$ cat src/rtl/wr_guard_pkg.sv
package wr_guard_pkg;
  typedef enum logic [1:0] {
    PROT_NONE = 2'd0,
    PROT_QTR  = 2'd1,
    PROT_HALF = 2'd2,
    PROT_ALL  = 2'd3
  } prot_e;

  typedef enum logic {
    OP_ARR = 1'b0,
    OP_SR  = 1'b1
  } op_e;

  localparam int unsigned STAT_W   = 8;
  localparam int unsigned ST_BUSY  = 0;
  localparam int unsigned ST_WEL   = 1;
  localparam int unsigned ST_BP_LO = 2;
endpackage

$ cat src/rtl/wr_guard_region.sv
module wr_guard_region
  import wr_guard_pkg::*;
(
  input  prot_e      bp_i,
  input  logic [1:0] top_i,
  output logic       blocked_o
);
  always_comb begin
    unique case (bp_i)
      PROT_NONE: blocked_o = 1'b0;
      PROT_QTR:  blocked_o = &top_i;
      PROT_HALF: blocked_o = top_i[1];
      default:   blocked_o = 1'b1;
    endcase
  end
endmodule

$ cat src/rtl/wr_guard_timer.sv
module wr_guard_timer #(
  parameter int unsigned CYC_LEN = 16
) (
  input  logic clk_i,
  input  logic rst_ni,
  input  logic start_i,
  output logic busy_o,
  output logic done_o
);
  localparam int unsigned CNT_W = $clog2(CYC_LEN + 1);

  logic [CNT_W-1:0] cnt_q;
  logic             busy_q;

  assign done_o = busy_q && (cnt_q == '0);
  assign busy_o = busy_q;

  always_ff @(posedge clk_i or negedge rst_ni) begin
    if (!rst_ni) begin
      busy_q <= 1'b0;
      cnt_q  <= '0;
    end else if (start_i && !busy_q) begin
      busy_q <= 1'b1;
      cnt_q  <= CNT_W'(CYC_LEN - 1);
    end else if (busy_q) begin
      if (cnt_q == '0) busy_q <= 1'b0;
      else             cnt_q  <= cnt_q - 1'b1;
    end
  end
endmodule

$ cat src/rtl/wr_guard_latch.sv
module wr_guard_latch (
  input  logic clk_i,
  input  logic rst_ni,
  input  logic lock_ni,
  input  logic busy_i,
  input  logic done_i,
  input  logic set_i,
  input  logic clr_i,
  output logic wel_o
);
  logic wel_q;

  assign wel_o = wel_q;

  always_ff @(posedge clk_i or negedge rst_ni) begin
    if (!rst_ni)              wel_q <= 1'b0;
    else if (!lock_ni)        wel_q <= 1'b0;
    else if (done_i)          wel_q <= 1'b0;
    else if (!busy_i) begin
      if (clr_i)              wel_q <= 1'b0; // clear beats set
      else if (set_i)         wel_q <= 1'b1;
    end
  end
endmodule

$ cat src/rtl/wr_guard_ctrl.sv
module wr_guard_ctrl
  import wr_guard_pkg::*;
#(
  parameter int unsigned ADDR_W  = 9,
  parameter int unsigned CYC_LEN = 750000
) (
  input  logic              clk_i,
  input  logic              rst_ni,
  input  logic              lock_ni,
  input  logic              arm_i,
  input  logic              disarm_i,
  input  logic              arr_commit_i,
  input  logic              sr_commit_i,
  input  logic [ADDR_W-1:0] addr_i,
  input  logic [1:0]        bp_new_i,
  output logic [7:0]        stat_o,
  output logic [1:0]        bp_o,
  output logic              wel_o,
  output logic              busy_o,
  output logic              prog_o,
  output logic [ADDR_W-1:0] prog_addr_o
);
  logic              blocked;
  logic              busy, done, wel;
  logic              acc_arr, acc_sr;
  prot_e             bp_q, bp_pend_q;
  op_e               op_q;
  logic [ADDR_W-1:0] addr_q;
  logic              prog_q;

  wr_guard_region u_region (
    .bp_i      (bp_q),
    .top_i     (addr_i[ADDR_W-1 -: 2]),
    .blocked_o (blocked)
  );

  wr_guard_timer #(.CYC_LEN(CYC_LEN)) u_timer (
    .clk_i   (clk_i),
    .rst_ni  (rst_ni),
    .start_i (acc_arr || acc_sr),
    .busy_o  (busy),
    .done_o  (done)
  );

  wr_guard_latch u_latch (
    .clk_i   (clk_i),
    .rst_ni  (rst_ni),
    .lock_ni (lock_ni),
    .busy_i  (busy),
    .done_i  (done),
    .set_i   (arm_i),
    .clr_i   (disarm_i),
    .wel_o   (wel)
  );

  // array request has priority over a simultaneous status request
  assign acc_arr = arr_commit_i && !busy && wel && lock_ni && !blocked;
  assign acc_sr  = sr_commit_i && !arr_commit_i && !busy && wel && lock_ni;

  always_ff @(posedge clk_i or negedge rst_ni) begin
    if (!rst_ni) begin
      op_q      <= OP_ARR;
      addr_q    <= '0;
      bp_q      <= PROT_NONE;
      bp_pend_q <= PROT_NONE;
      prog_q    <= 1'b0;
    end else begin
      prog_q <= 1'b0;
      if (acc_arr) begin
        op_q   <= OP_ARR;
        addr_q <= addr_i;
      end else if (acc_sr) begin
        op_q      <= OP_SR;
        bp_pend_q <= prot_e'(bp_new_i);
      end
      if (done) begin
        if (op_q == OP_SR) bp_q   <= bp_pend_q;
        else               prog_q <= 1'b1;
      end
    end
  end

  always_comb begin
    stat_o                      = '0;
    stat_o[ST_BUSY]             = busy;
    stat_o[ST_WEL]              = wel;
    stat_o[ST_BP_LO+1:ST_BP_LO] = bp_q;
  end

  assign bp_o        = bp_q;
  assign wel_o       = wel;
  assign busy_o      = busy;
  assign prog_o      = prog_q;
  assign prog_addr_o = addr_q;
endmodule

$ cat config.mk
export PLATFORM = sky130hd
export DESIGN_NAME = wr_guard_ctrl
export DESIGN_NICKNAME = d
export VERILOG_FILES = /design/src/rtl/wr_guard_pkg.sv /design/src/rtl/wr_guard_region.sv /design/src/rtl/wr_guard_timer.sv /design/src/rtl/wr_guard_latch.sv /design/src/rtl/wr_guard_ctrl.sv
export SDC_FILE = /design/constraint.sdc
export NUM_CORES = 1
export LEC_CHECK = 0
export ABC_AREA = 1
export BUFFER_PORTS_ARGS = -buffer_cell sky130_fd_sc_hd__buf_2
export CORE_MARGIN = 5
export CORE_UTILIZATION = 45
export DETAILED_ROUTE_END_ITERATION = 10
export PLACE_DENSITY = 0.71
export SETUP_SLACK_MARGIN = 0.02
export SLEW_MARGIN = 20
export SYNTH_ARGS = -nofsm -noshare
export SYNTH_HDL_FRONTEND = slang
export SYNTH_SLANG_ARGS = --single-unit
$ cat constraint.sdc
create_clock -name clk_i -period 2.1 [get_ports clk_i]
set_clock_uncertainty 0.1 [all_clocks]
set_input_delay 0.21 -clock clk_i [delete_from_list [all_inputs] [get_ports clk_i]]
set_output_delay 0.21 -clock clk_i [all_outputs]
set_load 0.1 [all_outputs]
==> results.md, run 1 <==
* Clk slew on worst S/H paths at 70 ps
* #FFs+latches synth at 37
* Final TNS setup at 0 ps
* Leading area contributor after synthesis: dfrtp_1
* Psw at 294 uW
* Pwr dens at 512 nW/um^2
* Max FO, Critical Path at 12
* Fill count at 458
* Placed Instances at 410
* CP required at 2160 ps
* Fin. Hold Viols at 0
* Pre-antenna DRT Iters at 4
* Gate Count Post-Synth at 315
* Flop pwr share at 0.553
* First-pass GRT wire length at 8170 um
* Simple-Gate Fraction of Synth Area at 0.420
* GR Layer Usage met2 at 0.257
* Buffers added on ports at 35
* Hpwl dp at between 3000 and 4000 um
* CP arrival at 1990 ps
* Clock power frac at 0.397
* Reg2Reg Setup Slack at about 170 ps
* Total Power at 1.29 mW
* Xor and xnor area share after synthesis at 0.0278
* Final #Nets at 371
* Multi-input gate area at 1090 um^2
* H-tree Lvls at 2
* Static leakage at 1.34 nW
* Minimum clock period at 1930 ps
* Number of remaining DRC errors at 0
* Status: complete, no violations
* Multiplexer area fraction after synthesis at 0
* Mapped Area at 2200 um^2
* Global route overflow at 0
* Initial Util at 0.466
* Area after DPL at 2410 um^2
* Hold wc startpoint: bp_new_i[1]
* Post-route setup slack at 168 ps
* Layout cells sized above 1 at 0.170
* Mean Syn Cell Area at 6.99 um^2
* Final Setup Violations at 0
* WL/cell at 11.8 um
* Initial antenna violation count at 0
* Comb power frac at 0.050
* P_int at 993 uW
* Avg Vias per Cell at about 4.8
* Crit-path cells: inv_1, ha_1, nand2_1, nor2_1, nand3_1, nand2_2, buf_4, inv_1, nand2_1, nand3_1
* IO Pins at 40
* Die Wd at ~80 um
* Diode count at 0
* Die H at 80.0 um
* Site Rows at 25
* CTS tree: yes
* Die area at 6400 um^2
* WL final at 4960 um
* Most area-consuming cells after synthesis: dfrtp_1 (42%), nand2_1 (20%), nand3_1 (10%)
* Register area at around 930 um^2
* Final ANT Viol Nets at 0
* Hold Crit Class: in -> reg
* CTS Sinks at 37
* Yosys cell types at 23
* Longest Clk Path Bufs at 2
* RSZ-0062 raised after global routing: false
* Via count at 2026
* CP max-delay cell: dfrtp_1
* Max Cap Viol at 0
* Setup crit end kind: flop
* Synth Area in Compound Gates at 0.0267
* Switching Share at 0.229
* Final Instance Area at roughly 2500 um^2
* Place WS at 130 ps
* Post-Synth Adder-Cell Area at 0.0114
* Worst Max-Slew Pin Slew at 823 ps
* Largest family of logic cells by synthesized area: simple AND/OR/NAND/NOR gates
* Worst r2r src: u_timer.cnt_q[0]
* Warnings, synthesis at 0
* Fin cells at between 400 and 500
* Worst skew pair latency at 290 ps
* Iteration-0 DRC count of the detailed router at 113
* Max-slew violations at 0
* Max Freq at 518 MHz
* CP peak stage delay at 400 ps
* GR peak layer: met2
* Synth-to-Final Area Change at 14.2%
* Routability Congestion at approximately 0.85
* Post-CTS Setup Bufs at 0
* CORE AREA at ~4700 um^2
* Cts bufs inserted at 5
* Synth top area share at 0.420
* Routing usage on met3 at 0.0406
* CP startpoint kind: flop
* Period Utilization, post-route at 0.920
* Crit Path Class: reg -> reg
* Worst setup path start: u_timer.cnt_q[0]
* GRT Total Usage at 0.164
* CTS root buf: clkbuf_8
* Rel. slew slack at 0.452
* Vias in the first global route at ~1800
* Largest net degree at the start of global routing at 38
* Met1 Use GR at 0.211
* Seq/Total Area, Yosys at 0.420
* Peak supply drop at ~0.38 mV
==> placed cells by master (no fill, tap or decap) <==
master,synthesis,layout
xnor2_1,2,2
dfrtp_2,0,4
inv_1,21,21
clkbuf_1,0,2
inv_2,1,1
nand2_4,0,1
nor2_4,1,1
nor3_1,1,1
dlygate4sd3_1,0,1
o21ai_1,6,6
ha_1,2,2
a21oi_1,1,1
buf_4,9,7
nand2_1,116,116
nand3b_1,3,3
dfrtp_1,37,33
o21a_1,1,1
clkbuf_8,0,6
nand3_1,46,46
buf_2,6,35
nor2_1,44,44
nand2_2,3,2
conb_1,1,4
xor2_1,5,5
a21oi_4,1,1
nand4_1,4,4
nor2_2,2,2
==> flip-flops by register name, indices dropped and copies added, names as in the netlist <==
register and count:
u_timer.cnt_q 20, prog_addr_o 9, u_timer.busy_o 1, bp_o 2
u_latch.wel_o 1, prog_o 1, bp_pend_q 2, op_q 1
==> critical path, delay by kind of cell, from the launching register on <==
kind,cells,cell delay (ps)
simple gates,6,600
buf+inv,3,490
flops,1,400
fa+ha+maj,1,210
==> final timing paths <==
check | endpoint | cells past startpoint
max reg2reg | u_timer.cnt_q[0] | 10
max in group asynchronous | u_latch.wel_o | 2
min in group asynchronous | u_timer.cnt_q[5] | 2
max | u_timer.cnt_q[0] | 10
min | bp_pend_q[1] | 3
min reg2reg | prog_o | 1
==> power groups by stage <==
| stage | registers [mW] | clock network, mW | logic [mW] |
|---|---|---|---|
| final | 0.712 | 0.511 | 0.0643 |
| after global routing | 0.712 | 0.568 | 0.0697 |
| after CTS | 0.712 | 0.532 | 0.0657 |
| after detailed placement | 0.726 | 0 | 0.0643 |
| after global placement | 0.726 | 0 | 0.0642 |
| after floorplan | 0.726 | 0 | 0.0390 |
==> cells in the mapped netlist, drive strengths merged <==
library cell	count
ha	2
dfrtp	37
conb	1
nand2	119
inv	22
nor3	1
nand3b	3
nor2	47
xnor2	2
nand4	4
o21a	1
buf	17
nand3	46
a21oi	2
xor2	5
o21ai	6
==> logic make-up after synthesis <==
kind of cell               Yosys count
xor gates and xnor gates             7
buffers and inverters               39
other                                1
adders and majority gates            2
AOI/OAI and AO/OA                    9
and+or+nand+nor                    220
DFF                                 37
==> per-layer routing <==
metal / vias to the layer above / part of all wire / wire (um)
met5: - / 0 / 0
met4: 0 / 0.022 / 109
met3: 12 / 0.060 / 299
met2: 53 / 0.45 / 2210
met1: 913 / 0.47 / 2340
li1: 1048 / - / -
==> stage by stage <==
step           hold WS [ps]   util
2_1_floorplan          -186      -
3_3_place_gp            254  0.510
3_5_place_dp            263  0.510
4_1_cts                16.6  0.532
5_1_grt                20.1  0.533
6_report               26.0  0.533
==> final cells by class <==
type | instances | area share
Multi-Input combinational cell | 242 | 0.434
Clock buffer | 8 | 0.0358
Inverter | 22 | 0.0328
Tap cell | 67 | 0.0333
Timing Repair Buffer | 43 | 0.0945
Sequential cell | 37 | 0.370
==> what timing repair did <==
action / 4_1_cts / 5_1_grt
setup endpoints to repair: 0 / 18
resized for setup: 0 / 1
hold buffers: 1 / 0
endpoints found under the hold margin: 37 / 0
No activity file was read; power rests on OpenSTA's default activity.
==> inputs of run 2 (changes only) <==
--- a/config.mk
+++ b/config.mk
@@ -10,9 +10,11 @@
 export CORE_MARGIN = 5
 export CORE_UTILIZATION = 45
 export DETAILED_ROUTE_END_ITERATION = 10
-export PLACE_DENSITY = 0.71
+export PLACE_DENSITY = 0.67
+export RECOVER_POWER = 25
 export SETUP_SLACK_MARGIN = 0.02
 export SLEW_MARGIN = 20
 export SYNTH_ARGS = -nofsm -noshare
 export SYNTH_HDL_FRONTEND = slang
 export SYNTH_SLANG_ARGS = --single-unit
+export TNS_END_PERCENT = 30
==> run 2 against run 1 <==
  * Routed wire length up 3.7%
  * Via count up 0.35%
  * Sequential share of layout area down 0.55 points
  * Power up 9.6%
  * Final cell count up 0.24%
  * Utilization up 0.58 points
  * Sequential cell count unchanged
  * Clock power up 24%
  * Setup slack better by 44 ps
==> results.md, run 2 (synthesized netlist as in run 1, its figures left out) <==
* Status: complete, no violations
* Post-CTS Setup Bufs at 0
* Die area at 6400 um^2
* Fin. Hold Viols at 0
* Psw at between 300 and 400 uW
* Reg with most FFs: u_timer.cnt_q
* Total Power at between 1 and 1.5 mW
* Max FO, Critical Path at 7
* Initial Util at 0.466
* CP most frequent cell: nand2_1
* Layout cells sized above 1 at 0.167
* Final Setup Violations at 0
* Minimum clock period at 1890 ps
* CP peak stage delay at approximately 410 ps
* R2R depth at 10
* Routability Congestion at just under 0.9
* Number of flip-flops in the largest register at 20
* Clk slew on worst S/H paths at 80 ps
* Area after DPL at 2410 um^2
* Buffers added on ports at 35
* Worst path bufs/invs at 2
* Final #Nets at 372
* Global route overflow at 0
* Fill count at between 400 and 500
* Hold WS at 12.9 ps
* Largest net degree at the start of global routing at 38
* Post-route setup slack at around 210 ps
* Peak supply drop at ~0.37 mV
* Comb power frac at 0.046
* RSZ-0062 raised after global routing: false
* Diode count at 0
* Switching Share at 0.234
* Pwr dens at 555 nW/um^2
* Routing usage on met3 at 0.0384
* Pre-antenna DRT Iters at 4
* Delay-heaviest family, CP: simple AND/OR/NAND/NOR gates
* CORE AREA at around 4700 um^2
* Commonest non-fill, non-tap cell in the layout: nand2_1
* Longest Clk Path Bufs at 2
* Hpwl dp at 3870 um
* Hold path cells at 3
* Place WS at slightly below 200 ps
* WL/cell at roughly 12 um
* CP startpoint kind: flop
* Final Instance Area at ~2500 um^2
* CP required at 2190 ps
* Final ANT Viol Nets at 0
* Via count at 2033
* Worst skew pair latency at 290 ps
* WL final at 5140 um
* Worst path depth at 10
* Iteration-0 DRC count of the detailed router at approximately 140
* CP arrival at 1980 ps
* Util after Layout at 0.539
* GR peak layer: met2
* Clock power frac at 0.450
* Worst Max-Slew Pin Slew at 1170 ps
* Number of remaining DRC errors at 0
* Static leakage at 1.35 nW
* CTS root buf: clkbuf_8
* Hold Crit Class: in -> reg
* Site Rows at 25
* Synth-to-Final Area Change at 15.4%
* CTS tree: yes
* CP max-delay cell: dfrtp_1
* Period Utilization, post-route at 0.899
* Met1 Use GR at 0.233
* Commonest cells after routing, fill and taps aside: nand2_1 (116), nand3_1 (46), nor2_1 (44)
* Initial antenna violation count at 0
* Vias in the first global route at ~1900
* Rel. slew slack at 0.225
* Max Freq at 530 MHz
* Max-slew violations at 0
* GR Layer Usage met2 at 0.280
* Crit-path cells: inv_1, buf_4, ha_1, nand2_1, nor2_1, nand2_1, nand2_1, nand3_1, nand2_1, nand2_1
* Setup crit end kind: flop
* Flop pwr share at 0.504
* Max Cap Viol at 0
* Die H at 80.0 um
* CTS Sinks at 37
* H-tree Lvls at 2
* Die Wd at 80.0 um
* Crit Path Class: reg -> reg
* Avg Vias per Cell at 4.84
* P_int at 1.08 mW
* First-pass GRT wire length at 8760 um
* Cts bufs inserted at 5
* GRT Total Usage at 0.176
* IO Pins at 40
==> run 2: cell type report <==
cell class	instances	area, um^2	area share
Clock buffer	5	68.8	0.0271
Clock inverter	3	46.3	0.0182
Inverter	22	82.6	0.0325
Multi-Input combinational cell	242	1090	0.429
Sequential cell	37	927	0.364
Tap cell	67	83.8	0.0330
Timing Repair Buffer	44	244	0.0959
==> run 2: what timing repair did <==
item                       CTS  global route
setup endpoints to repair    0             7
hold endpoints to repair    37             0
hold buffers                 1             0
resized for setup            0             1
==> run 2: worst paths after layout <==
check | start | to | slack [ps]
min reg2reg | prog_addr_o[4] | prog_addr_o[4] | 370
max in group asynchronous | rst_ni | u_latch.wel_o | 780
min in group asynchronous | rst_ni | u_timer.cnt_q[2] | 480
max | u_timer.cnt_q[0] | u_timer.cnt_q[16] | 210
max reg2reg | u_timer.cnt_q[0] | u_timer.cnt_q[16] | 210
min | bp_new_i[1] | bp_pend_q[1] | 10
==> run 2: stage by stage <==
stage | std cells | TNS (ps)
CTS | 420 | 0
global route | 420 | 0
floorplan | 318 | -6.91
global placement | 411 | 0
detailed placement | 411 | 0
finish | 420 | 0
==> run 2: worst reg2reg max path: stages (launching register included) <==
cell	delay (ps)
dfrtp_1	410
inv_1	90
buf_4	140
ha_1	280
nand2_1	170
nor2_1	260
nand2_1	90
nand2_1	60
nand3_1	70
nand2_1	70
nand2_1	50
==> run 2: per-layer routing <==
metal  vias up  wire, um  part of all wire
li1       1050         -                 -
met1       920      2310              0.45
met2        55      2420              0.47
met3         8       327             0.064
met4         0        84             0.016
met5         -         0                 0
==> run 2: power by group through the flow <==
stage | registers, mW | clock network [mW] | logic (mW)
2_1_floorplan | 0.726 | 0 | 0.0390
6_report | 0.712 | 0.635 | 0.0644
3_5_place_dp | 0.726 | 0 | 0.0644
3_3_place_gp | 0.726 | 0 | 0.0645
4_1_cts | 0.712 | 0.654 | 0.0658
5_1_grt | 0.712 | 0.679 | 0.0708
